`config.mk`:
```
export PLATFORM = sky130hd
export DESIGN_NAME = biphase_frame_tx
export DESIGN_NICKNAME = d
export VERILOG_FILES = /design/src/rtl/bmt_pkg.sv /design/src/rtl/bmt_sequencer.sv /design/src/rtl/bmt_slot_builder.sv /design/src/rtl/bmt_encoder.sv /design/src/rtl/biphase_frame_tx.sv
export SDC_FILE = /design/constraint.sdc
export NUM_CORES = 1
export LEC_CHECK = 0
export BUFFER_PORTS_ARGS = -buffer_cell sky130_fd_sc_hd__clkbuf_2
export CAP_MARGIN = 5
export CELL_PAD_IN_SITES_DETAIL_PLACEMENT = 1
export CELL_PAD_IN_SITES_GLOBAL_PLACEMENT = 2
export CORE_MARGIN = 2
export CORE_UTILIZATION = 42
export DETAILED_ROUTE_END_ITERATION = 8
export PLACE_DENSITY = 0.84
export RECOVER_POWER = 25
export SETUP_SLACK_MARGIN = 0.4
export SLEW_MARGIN = 20
export SYNTH_ARGS = -nofsm -noshare
export SYNTH_HDL_FRONTEND = slang
export SYNTH_HIERARCHICAL = 1
export SYNTH_SLANG_ARGS = --single-unit
```
`constraint.sdc`:
```
create_clock -name clk -period 8.36 [get_ports clk]
set_clock_uncertainty 0.15 [all_clocks]
set_input_delay 0 -clock clk [delete_from_list [all_inputs] [get_ports clk]]
set_output_delay 0 -clock clk [all_outputs]
set_load 0.1 [all_outputs]
```
`src/rtl/bmt_pkg.sv`:
```
package bmt_pkg;

    localparam int SUB_SLOTS   = 32;
    localparam int SYNC_SLOTS  = 4;
    localparam int SAMPLE_W    = 24;
    localparam int SHORT_W     = 16;
    localparam int VAL_SLOT    = SYNC_SLOTS + SAMPLE_W;
    localparam int USER_SLOT   = VAL_SLOT + 1;
    localparam int CS_SLOT     = VAL_SLOT + 2;
    localparam int PAR_SLOT    = VAL_SLOT + 3;
    localparam int SUB_STATES  = 2 * SUB_SLOTS;
    localparam int SYNC_STATES = 2 * SYNC_SLOTS;
    localparam int IDX_W       = $clog2(SUB_STATES);
    localparam int SLOT_W      = $clog2(SUB_SLOTS);
    localparam int SYNC_W      = $clog2(SYNC_STATES);

    localparam int CHAN_CS_FIRST = 20;
    localparam int CHAN_CS_LAST  = 23;
    localparam int CHAN_CS_LEFT  = 20;
    localparam int CHAN_CS_RIGHT = 21;

    localparam logic [SYNC_STATES-1:0] PAT_BLOCK = 8'b1110_1000;
    localparam logic [SYNC_STATES-1:0] PAT_LEFT  = 8'b1110_0010;
    localparam logic [SYNC_STATES-1:0] PAT_RIGHT = 8'b1110_0100;

    typedef enum logic [1:0] {
        SEQ_OFF  = 2'd0,
        SEQ_SYNC = 2'd1,
        SEQ_BODY = 2'd2
    } seq_state_e;

endpackage

```
`src/rtl/bmt_sequencer.sv`:
```
module bmt_sequencer
    import bmt_pkg::*;
#(
    parameter int BLOCK_FRAMES = 192,
    localparam int FRAME_W     = $clog2(BLOCK_FRAMES)
) (
    input  logic               clk,
    input  logic               rst_n,
    input  logic               active,
    input  logic               sym_en,
    output seq_state_e         state,
    output logic [IDX_W-1:0]   idx,
    output logic               sub,
    output logic [FRAME_W-1:0] frame,
    output logic               emit,
    output logic               in_sync,
    output logic               frame_start
);

    localparam logic [IDX_W-1:0]   LAST_SYNC  = IDX_W'(SYNC_STATES - 1);
    localparam logic [IDX_W-1:0]   LAST_STATE = IDX_W'(SUB_STATES - 1);
    localparam logic [FRAME_W-1:0] LAST_FRAME = FRAME_W'(BLOCK_FRAMES - 1);

    seq_state_e nxt;

    // state register
    always_ff @(posedge clk or negedge rst_n) begin
        if (!rst_n) begin
            state <= SEQ_OFF;
        end else begin
            state <= nxt;
        end
    end

    // transitions: start, sync_done, slot_wrap, halt
    always_comb begin
        nxt = state;
        unique case (state)
            SEQ_OFF: begin
                if (active) nxt = SEQ_SYNC;
            end
            SEQ_SYNC: begin
                if (!active)                          nxt = SEQ_OFF;
                else if (sym_en && idx == LAST_SYNC)  nxt = SEQ_BODY;
            end
            SEQ_BODY: begin
                if (!active)                          nxt = SEQ_OFF;
                else if (sym_en && idx == LAST_STATE) nxt = SEQ_SYNC;
            end
            default: nxt = SEQ_OFF;
        endcase
    end

    // outputs
    always_comb begin
        emit        = active && sym_en && (state != SEQ_OFF);
        in_sync     = (state == SEQ_SYNC);
        frame_start = emit && (idx == '0) && !sub;
    end

    // position counters
    always_ff @(posedge clk or negedge rst_n) begin
        if (!rst_n) begin
            idx   <= '0;
            sub   <= 1'b0;
            frame <= '0;
        end else if (!active) begin
            idx   <= '0;
            sub   <= 1'b0;
            frame <= '0;
        end else if (emit) begin
            if (idx == LAST_STATE) begin
                idx <= '0;
                if (sub) begin
                    sub   <= 1'b0;
                    frame <= (frame == LAST_FRAME) ? '0 : frame + 1'b1;
                end else begin
                    sub <= 1'b1;
                end
            end else begin
                idx <= idx + 1'b1;
            end
        end
    end

endmodule

```
`src/rtl/bmt_slot_builder.sv`:
```
module bmt_slot_builder
    import bmt_pkg::*;
#(
    parameter int BLOCK_FRAMES = 192,
    parameter int STATUS_BITS  = 42,
    localparam int FRAME_W     = $clog2(BLOCK_FRAMES)
) (
    input  logic [SLOT_W-1:0]      slot,
    input  logic                   sub,
    input  logic [FRAME_W-1:0]     frame,
    input  logic [SAMPLE_W-1:0]    smp_l,
    input  logic [SAMPLE_W-1:0]    smp_r,
    input  logic                   short_mode,
    input  logic                   unreliable,
    input  logic [STATUS_BITS-1:0] status_bits,
    input  logic                   stereo,
    output logic                   slot_bit,
    output logic [SYNC_STATES-1:0] pre_pat
);

    logic [SAMPLE_W-1:0]    smp;
    logic [STATUS_BITS-1:0] cs_shift;
    logic                   cs_plain;
    logic                   cs_bit;
    logic                   chan_zone;
    logic [SUB_SLOTS-1:0]   word;
    int                     fnum;

    always_comb begin
        fnum      = 32'(frame);
        cs_shift  = status_bits >> frame;
        cs_plain  = (fnum < STATUS_BITS) ? cs_shift[0] : 1'b0;
        chan_zone = !status_bits[0] && (fnum >= CHAN_CS_FIRST) && (fnum <= CHAN_CS_LAST);
        if (chan_zone) begin
            cs_bit = stereo && ((!sub && fnum == CHAN_CS_LEFT) || (sub && fnum == CHAN_CS_RIGHT));
        end else begin
            cs_bit = cs_plain;
        end
    end

    always_comb begin
        smp  = sub ? smp_r : smp_l;
        word = '0;
        for (int i = 0; i < SAMPLE_W; i++) begin
            word[SYNC_SLOTS + i] = (short_mode && i < SAMPLE_W - SHORT_W) ? 1'b0 : smp[i];
        end
        word[VAL_SLOT]  = unreliable;
        word[USER_SLOT] = 1'b0;
        word[CS_SLOT]   = cs_bit;
        word[PAR_SLOT]  = ^word[PAR_SLOT-1:SYNC_SLOTS];
        slot_bit        = word[slot];
    end

    always_comb begin
        if (sub)                pre_pat = PAT_RIGHT;
        else if (frame == '0)   pre_pat = PAT_BLOCK;
        else                    pre_pat = PAT_LEFT;
    end

endmodule

```
`src/rtl/bmt_encoder.sv`:
```
module bmt_encoder
    import bmt_pkg::*;
(
    input  logic                   clk,
    input  logic                   rst_n,
    input  logic                   active,
    input  logic                   emit,
    input  logic                   in_sync,
    input  logic [SYNC_W-1:0]      sync_k,
    input  logic                   half,
    input  logic [SYNC_STATES-1:0] pre_pat,
    input  logic                   slot_bit,
    output logic                   line
);

    localparam logic [SYNC_W-1:0] TOP_K = SYNC_W'(SYNC_STATES - 1);

    logic pol;

    always_ff @(posedge clk or negedge rst_n) begin
        if (!rst_n) begin
            line <= 1'b0;
            pol  <= 1'b0;
        end else if (!active) begin
            line <= 1'b0;
        end else if (emit) begin
            if (in_sync) begin
                if (sync_k == '0) begin
                    pol  <= line;
                    line <= pre_pat[TOP_K] ^ line;
                end else begin
                    line <= pre_pat[TOP_K - sync_k] ^ pol;
                end
            end else if (!half) begin
                line <= ~line;
            end else if (slot_bit) begin
                line <= ~line;
            end
        end
    end

endmodule

```
`src/rtl/biphase_frame_tx.sv`:
```
module biphase_frame_tx
    import bmt_pkg::*;
#(
    parameter int BLOCK_FRAMES = 192,
    parameter int STATUS_BITS  = 42,
    localparam int FRAME_W     = $clog2(BLOCK_FRAMES)
) (
    input  logic                   clk,
    input  logic                   rst_n,
    input  logic                   sym_en,
    input  logic                   tx_en,
    input  logic                   pwr_on,
    input  logic                   run,
    input  logic [SAMPLE_W-1:0]    left_smp,
    input  logic [SAMPLE_W-1:0]    right_smp,
    input  logic                   smp_stb,
    input  logic                   short_mode,
    input  logic                   unreliable,
    input  logic [STATUS_BITS-1:0] status_bits,
    input  logic                   stereo,
    output logic                   tx_line
);

    logic                   active;
    seq_state_e             seq_state;
    logic [IDX_W-1:0]       seq_idx;
    logic                   seq_sub;
    logic [FRAME_W-1:0]     seq_frame;
    logic                   emit;
    logic                   in_sync;
    logic                   frame_start;
    logic [SAMPLE_W-1:0]    pend_l, pend_r;
    logic [SAMPLE_W-1:0]    cur_l, cur_r;
    logic                   slot_bit;
    logic [SYNC_STATES-1:0] pre_pat;

    assign active = tx_en && pwr_on && run;

    always_ff @(posedge clk or negedge rst_n) begin
        if (!rst_n) begin
            pend_l <= '0;
            pend_r <= '0;
        end else if (smp_stb) begin
            pend_l <= left_smp;
            pend_r <= right_smp;
        end
    end

    always_ff @(posedge clk or negedge rst_n) begin
        if (!rst_n) begin
            cur_l <= '0;
            cur_r <= '0;
        end else if (frame_start) begin
            cur_l <= pend_l;
            cur_r <= pend_r;
        end
    end

    bmt_sequencer #(.BLOCK_FRAMES(BLOCK_FRAMES)) u_seq (
        .clk         (clk),
        .rst_n       (rst_n),
        .active      (active),
        .sym_en      (sym_en),
        .state       (seq_state),
        .idx         (seq_idx),
        .sub         (seq_sub),
        .frame       (seq_frame),
        .emit        (emit),
        .in_sync     (in_sync),
        .frame_start (frame_start)
    );

    bmt_slot_builder #(.BLOCK_FRAMES(BLOCK_FRAMES), .STATUS_BITS(STATUS_BITS)) u_slot (
        .slot        (seq_idx[IDX_W-1:1]),
        .sub         (seq_sub),
        .frame       (seq_frame),
        .smp_l       (cur_l),
        .smp_r       (cur_r),
        .short_mode  (short_mode),
        .unreliable  (unreliable),
        .status_bits (status_bits),
        .stereo      (stereo),
        .slot_bit    (slot_bit),
        .pre_pat     (pre_pat)
    );

    bmt_encoder u_enc (
        .clk      (clk),
        .rst_n    (rst_n),
        .active   (active),
        .emit     (emit),
        .in_sync  (in_sync),
        .sync_k   (seq_idx[SYNC_W-1:0]),
        .half     (seq_idx[0]),
        .pre_pat  (pre_pat),
        .slot_bit (slot_bit),
        .line     (tx_line)
    );

endmodule

```
After elaboration in Yosys (flattened, before gate mapping)
Cells that the tools add are included.

word-level totals
  bits in registers = 115
  bits in latches = 0
  bits in writable memories = 0
  ROM bits = 0
  bits of input ports = 100
  output and inout port bits = 1
  logic and storage cells = 104
  memories = 0

cells by class
  $add $sub $neg = 3
  multiply operators = 0
  divide/modulo/power cells = 0
  magnitude comparators = 5
  eq/ne operators = 14
  shifts and indexed selects = 1
  mux-type cells = 41
  bitwise operators = 3
  reductions and logical operators = 27

operators by type and width
  cell                                                                          count
  42-bit by 8-bit >> shifter with 1-bit output                                  1
  8-bit 2-to-1 mux                                                              5
  27-bit parity                                                                 1
  24-bit 2-to-1 mux                                                             1
  1-bit 2-to-1 mux                                                              22
  6-bit 2-to-1 mux                                                              3
  8-bit by 6-bit equality test with 1-bit output, second input constant         2
  1-bit logical AND                                                             13
  2-bit 2-to-1 mux                                                              5
  8-bit by 1-bit adder with 8-bit output, second input constant                 1
  8-bit equality test, second input constant                                    1
  8-bit by 5-bit >= comparator with 1-bit output, second input constant         1
  8-bit by 5-bit <= comparator with 1-bit output, second input constant         1
  8-bit zero test                                                               1
  8-bit by 6-bit less-than comparator with 1-bit output, second input constant  1
  4-bit 2-to-1 mux                                                              2
  6-bit by 1-bit adder with 6-bit output, second input constant                 1
  6-bit by 3-bit equality test with 1-bit output, second input constant         1
  6-bit equality test, second input constant                                    1
  6-bit zero test                                                               1
  5-bit by 6-bit less-than comparator with 1-bit output, second input constant  1
  2-bit != test, second input constant                                          3
  3-bit != test, second input constant                                          2
  2-bit one-hot mux with 3 select lines                                         1
  19 further kinds                                                              22

Depth between registers and ports, before layout
  depth after elaboration = 13
  gate-level depth with buffers = 15
  mapped depth without buffers = 13

Cells and area by module
Netlist, hierarchy kept.

modules (own cells, without submodules)
  module            instances  cells an instance  area each (um^2)  seq. area each (um^2)
  biphase_frame_tx  1          203                3727.3            2402.3
  bmt_slot_builder  1          153                1496.4            0.0
  bmt_sequencer     1          110                1006.0            425.4
  bmt_encoder       1          21                 206.4             50.0

Worst setup path after synthesis
OpenSTA, ideal clock, no wires.

  path type = register to register
  from = register u_seq.frame[0]
  to = register u_enc.line
  library setup time = 0.133 ns
  data arrival time = 3.337 ns
  required time = 8.077 ns
  slack = 4.740 ns
  stages on the path, launching flop included = 14
  path buffers = 2
  period minus slack after synthesis = 3.620 ns
  cell sequence = dfrtp_1 buf_6 buf_12 mux4_2 mux4_2 o311ai_2 o21ai_1 a21o_1 a31o_1 a31o_1 or3b_2 o2111a_1 a31oi_1 o211ai_1

on the way
  cells in the longest elaborated chain, start to end = 10
  elaborated cells on any way between the ends = 29
  classes of those cells = order compare (3); eq/ne (3); shift (1); mux (12); bitwise (1); reduce/logical (9)

RTL lines
  what                                                                                                  RTL line                RTL
  from (decl)                                                                                           bmt_sequencer.sv:14     output logic [FRAME_W-1:0] frame,
  from (signal assigned)                                                                                bmt_sequencer.sv:76     frame <= (frame == LAST_FRAME) ? '0 : frame + 1'b1;
  parallel branches: the longest is 4 deep, another holds 42-bit by 8-bit >> shifter with 1-bit output  n/a
  1-bit 2-to-1 mux (*)                                                                                  bmt_slot_builder.sv:34  if (chan_zone) begin
  27-bit parity                                                                                         bmt_slot_builder.sv:50  word[PAR_SLOT] = ^word[PAR_SLOT-1:SYNC_SLOTS];
  1-bit binary-select mux with 5-bit select (*)                                                         bmt_slot_builder.sv:51  slot_bit = word[slot];
  1-bit 2-to-1 mux (implied by the code) (*)                                                            bmt_slot_builder.sv:51
  net slot_bit                                                                                          biphase_frame_tx.sv:34  logic slot_bit;
  4-bit != test (no line) (*)                                                                           n/a
  2-bit AND reduction (no line) (*)                                                                     n/a
  to (signal assigned)                                                                                  bmt_encoder.sv:30       line <= pre_pat[TOP_K] ^ line;
  to (signal assigned)                                                                                  bmt_encoder.sv:32       line <= pre_pat[TOP_K - sync_k] ^ pol;
  to (signal assigned)                                                                                  bmt_encoder.sv:35       line <= ~line;
  to (decl)                                                                                             bmt_encoder.sv:13       output logic line

Mark *: on every way through the listed nets, which the timed path passes. The select of a mux whose other input is x is not followed.
A chain may end at the register's enable or synchronous reset.

Final worst setup path
Ends and elaborated chain as after synthesis.

==> results.txt <==
- Result of the run: complete, but fails checks
* Failing checks: max-capacitance violations, max-slew violations
- Of the cells placed in the final design, the portion with a size suffix greater than 1 is 39.9%.
* DP HPWL: 10100 µm
- The floorplan step set the die height to 128 µm.
- The number of global-route vias before repair was 4921.
- Hold Path Cell Cnt: 4
- Counting cells, the worst reg-to-reg path comes to 11.
- Yosys instantiated no cell more often than sky130_fd_sc_hd__dfrtp_1.
* Endpoint of the most critical register-to-register path: u_enc/line
* Internal power consumption: 1.26 mW
- Combinational cells account for 16.9% of the total power.
- Global-route wire length before repair: 26000 µm
- Worst r2r src: u_seq/frame[0]
- For this design the static power due to leakage is 3.55 nW.
- The worst hold path terminates at u_seq/frame[4].
- In this run the mean area of a mapped cell was 13.2 µm².
* TritonCTS buffer count: 17
- Summed over all layers, the routed wires come to 15700 µm.
* Placement row count: 45
- Number of antenna violations at the first check in global routing: 0
- Timing would allow up to 234 MHz.
- Endpoint type of the worst setup path: flip-flop
- Counting I/O delays and the setup requirement, the final critical path takes 4.27 ns.
- Post-route DRC: 0
* Pwr per Cell Area: 209 nW/µm²
- The share of total power dissipated in the clock network is 43.2%.
- Highest ir drop seen on vdd: 0.147 mV
- Pin count of the biggest net entering global routing: 62
* Number of failing setup endpoints in the final timing report: 0
- Flop pwr share: 39.9%
- Compared with the post-synthesis result, the final layout area differs by 24.3%.
- Cell area after synthesis: 6440 µm²
- Weighted congestion reported at the end of routability-driven placement: 0.821
- Worst-path fanout max: 22
- Critical Path Source: u_seq/frame[0]
- Residual antenna-violating net count after detailed routing: 0
* Antenna diodes: 0
* Fraction of power spent switching nets: 24.5%
* Sequential share of the synthesized area: 44.7%
* Starting density of the core: 42.7%
- Count of boundary I/O pins: 101
- Clock transition at the register clock pins on the worst setup and hold paths after CTS: 0.05 ns
- The later pin in the worst-skew pair is clocked with a latency of 0.42 ns.
* Area share of the largest cell type after synthesis: 44.7%
- Number of gates resized after CTS: 0
* Count of input and output buffers: 100
- TritonCTS built the clock tree.
* Max Root-Sink Buffers: 2
- The die is 128 µm wide.
- In this run the most critical hold path is launched from pwr_on.
- Power consumption: 1.67 mW
- Dividing the detail-routed via count by the number of cells gives 5.45.
- Post-synthesis cell type count: 63
- Dividing the final minimum period by the clock period gives 51.1%.
- Count of nets after finishing: 731
- sky130_fd_sc_hd__dfrtp_1 takes more of the synthesized area than any other cell.
- For flop-to-flop paths, the worst setup slack is 4.09 ns.
- The first routing iteration left 239 violations.
- At the pin with the least slew margin, the transition time is 3.06 ns.
- Flops & latches, synth: 115
* Sum of overflow across all layers after global routing: 0
- Dividing the detail-routed wire length by the instance count gives 19.0 µm.
* CTS root buffer: sky130_fd_sc_hd__clkbuf_16
* Max Cap Violations: 2
* Warnings from Yosys: 6
* Crit Path Class: reg2reg
- Clk sink count: 115
- Gate count of the mapped netlist: 487
* Most frequently used flop master after synthesis: sky130_fd_sc_hd__dfrtp_1
* Vias post-DR: 4505
- Async set-or-reset flop fraction in the synthesized netlist: 100%
* Kind of start point of the critical path: flip-flop
- Setup repair after global routing left no endpoint under its margin.
- Rel. slew slack: -104%
* Top post-synthesis cells by area: sky130_fd_sc_hd__dfrtp_1 45%, sky130_fd_sc_hd__mux2_2 10%, sky130_fd_sc_hd__mux2_4 9.3%, sky130_fd_sc_hd__mux4_2 6.3%, sky130_fd_sc_hd__xnor2_1 2.9%
- The analysis attributes to net switching a power of 0.409 mW.
- Number of max-slew violations in the final report: 105
* Die Area: 16300 µm²
* Number of flops mapped to enable cells by yosys: 0
- Total negative setup slack: 0 ns
* Arrival time of the worst setup path: 4.40 ns
- Length of the first detailed-routing pass in iterations: 4
- Synth top cells by count: 115 x sky130_fd_sc_hd__dfrtp_1, 57 x sky130_fd_sc_hd__mux2_2, 40 x sky130_fd_sc_hd__mux2_4
- The count of final hold-check violations is 0.
- Classification of the worst-slack hold path: in2reg
- In this run the number of H-tree levels came out at 4.
- At the worst endpoint, the required time is 8.49 ns.
* Floorplan Core Area: 15100 µm²
* Final cell utilization of the core: 53.0%
- Global-route total usage across every layer: 20.6%
==> power by group through the flow <==
stage	Sequential, mW	Combinational [mW]	Clock [mW]
after global routing	0.674	0.303	0.762
after detailed placement	0.675	0.260	0
final	0.667	0.282	0.720
after CTS	0.667	0.281	0.732
after global placement	0.672	0.252	0
after floorplan	0.654	0.199	0
==> area by class of cell <==
| class | count | area [µm²] |
|---|---|---|
| clock buffers | 22 | 484 |
| clock inverters | 8 | 103 |
| fillers | 1568 | 7090 |
| inverters | 6 | 22.5 |
| multi-input cells | 335 | 3260 |
| flip-flops and latches | 115 | 2880 |
| well taps | 188 | 235 |
| repair buffers | 153 | 1020 |
==> sequential cells by signal (all words and copies together), names as in the netlist <==
register and cells:
cur_l 24, cur_r 24, pend_l 24, pend_r 24, u_enc/line 1, u_enc/pol 1, u_seq/frame 8, u_seq/idx 6
u_seq/state 2, u_seq/sub 1
==> stage by stage <==
step | setup slack, ns | std cells | instance area, µm² | hold slack (ns)
after floorplan | 4.74 | 490 | 6450 | -0.446
after global routing | 3.91 | 827 | 8000 | 0.102
after global placement | 4.23 | 747 | 6930 | -0.0806
after CTS | 4.06 | 827 | 8020 | 0.0494
after detailed placement | 4.09 | 747 | 6930 | -0.0690
final | 4.09 | 827 | 8000 | 0.0663
==> metal layers <==
metal  up-vias  global-route usage, %  part of all wire (%)
li1       2079                      -                     -
met5         -                      0                     0
met2        79                   35.7                    54
met1      2324                   25.6                    42
met3        23                   4.01                   2.6
met4         0                   7.30                   1.7
==> worst max-delay path: stages, from the launching register on <==
cell and delay [ns]:
sky130_fd_sc_hd__dfrtp_1 0.94, sky130_fd_sc_hd__mux4_1 0.66, sky130_fd_sc_hd__mux4_2 0.49, sky130_fd_sc_hd__o311ai_2 0.23, sky130_fd_sc_hd__o21ai_1 0.15, sky130_fd_sc_hd__a21o_1 0.17, sky130_fd_sc_hd__a31o_1 0.22, sky130_fd_sc_hd__a31o_1 0.20
sky130_fd_sc_hd__or3b_2 0.48, sky130_fd_sc_hd__o2111a_1 0.19, sky130_fd_sc_hd__a31oi_1 0.14, sky130_fd_sc_hd__o211ai_1 0.12
==> cell usage in the layout (no fill, tap or decap), drive strengths merged, types with 3 or more instances in the layout <==
| cell type | netlist | layout |
|---|---|---|
| xor2 | 16 | 16 |
| conb | 2 | 5 |
| a31oi | 5 | 5 |
| and4 | 3 | 3 |
| o21ai | 12 | 12 |
| nor2 | 28 | 28 |
| xnor2 | 21 | 21 |
| mux2 | 97 | 97 |
| nand4 | 9 | 9 |
| mux2i | 16 | 16 |
| clkbuf | 7 | 123 |
| dfrtp | 115 | 115 |
| mux4 | 24 | 24 |
| nor4 | 3 | 3 |
| nor3 | 5 | 5 |
| nand3 | 7 | 7 |
| nand3b | 4 | 4 |
| a31o | 3 | 3 |
| a21oi | 12 | 12 |
| o211ai | 5 | 5 |
| dlygate4sd3 | 0 | 50 |
| ha | 3 | 3 |
| inv | 6 | 6 |
| clkinv | 0 | 4 |
| nand2 | 25 | 25 |
==> how the worst max path moves through the flow <==
| stage | to | slack [ns] |
|---|---|---|
| after global routing | u_enc/line | 3.91 |
| final | u_enc/line | 4.09 |
| after floorplan | u_enc/line | 4.74 |
| after global placement | u_enc/line | 4.23 |
| after CTS | u_enc/line | 4.06 |
| after detailed placement | u_enc/line | 4.09 |
==> repair_timing <==
| item | 4_1_cts | 5_1_grt |
|---|---|---|
| hold endpoints to repair | 107 | 0 |
| buffers inserted | 0 | 0 |
| hold buffers | 50 | 0 |
==> kinds of logic after synthesis <==
family,Yosys count,synth area share (%)
other,2,0.117
XOR/XNOR,38,5.44
flip-flops,115,44.7
AO/OA/AOI/OAI,50,5.44
adder cells (fa/ha/maj),3,0.583
multiplexers,137,30.5
AND/OR/NAND/NOR,102,8.42
buffers and inverters,40,4.74
Power figures use the tool's default switching activity.
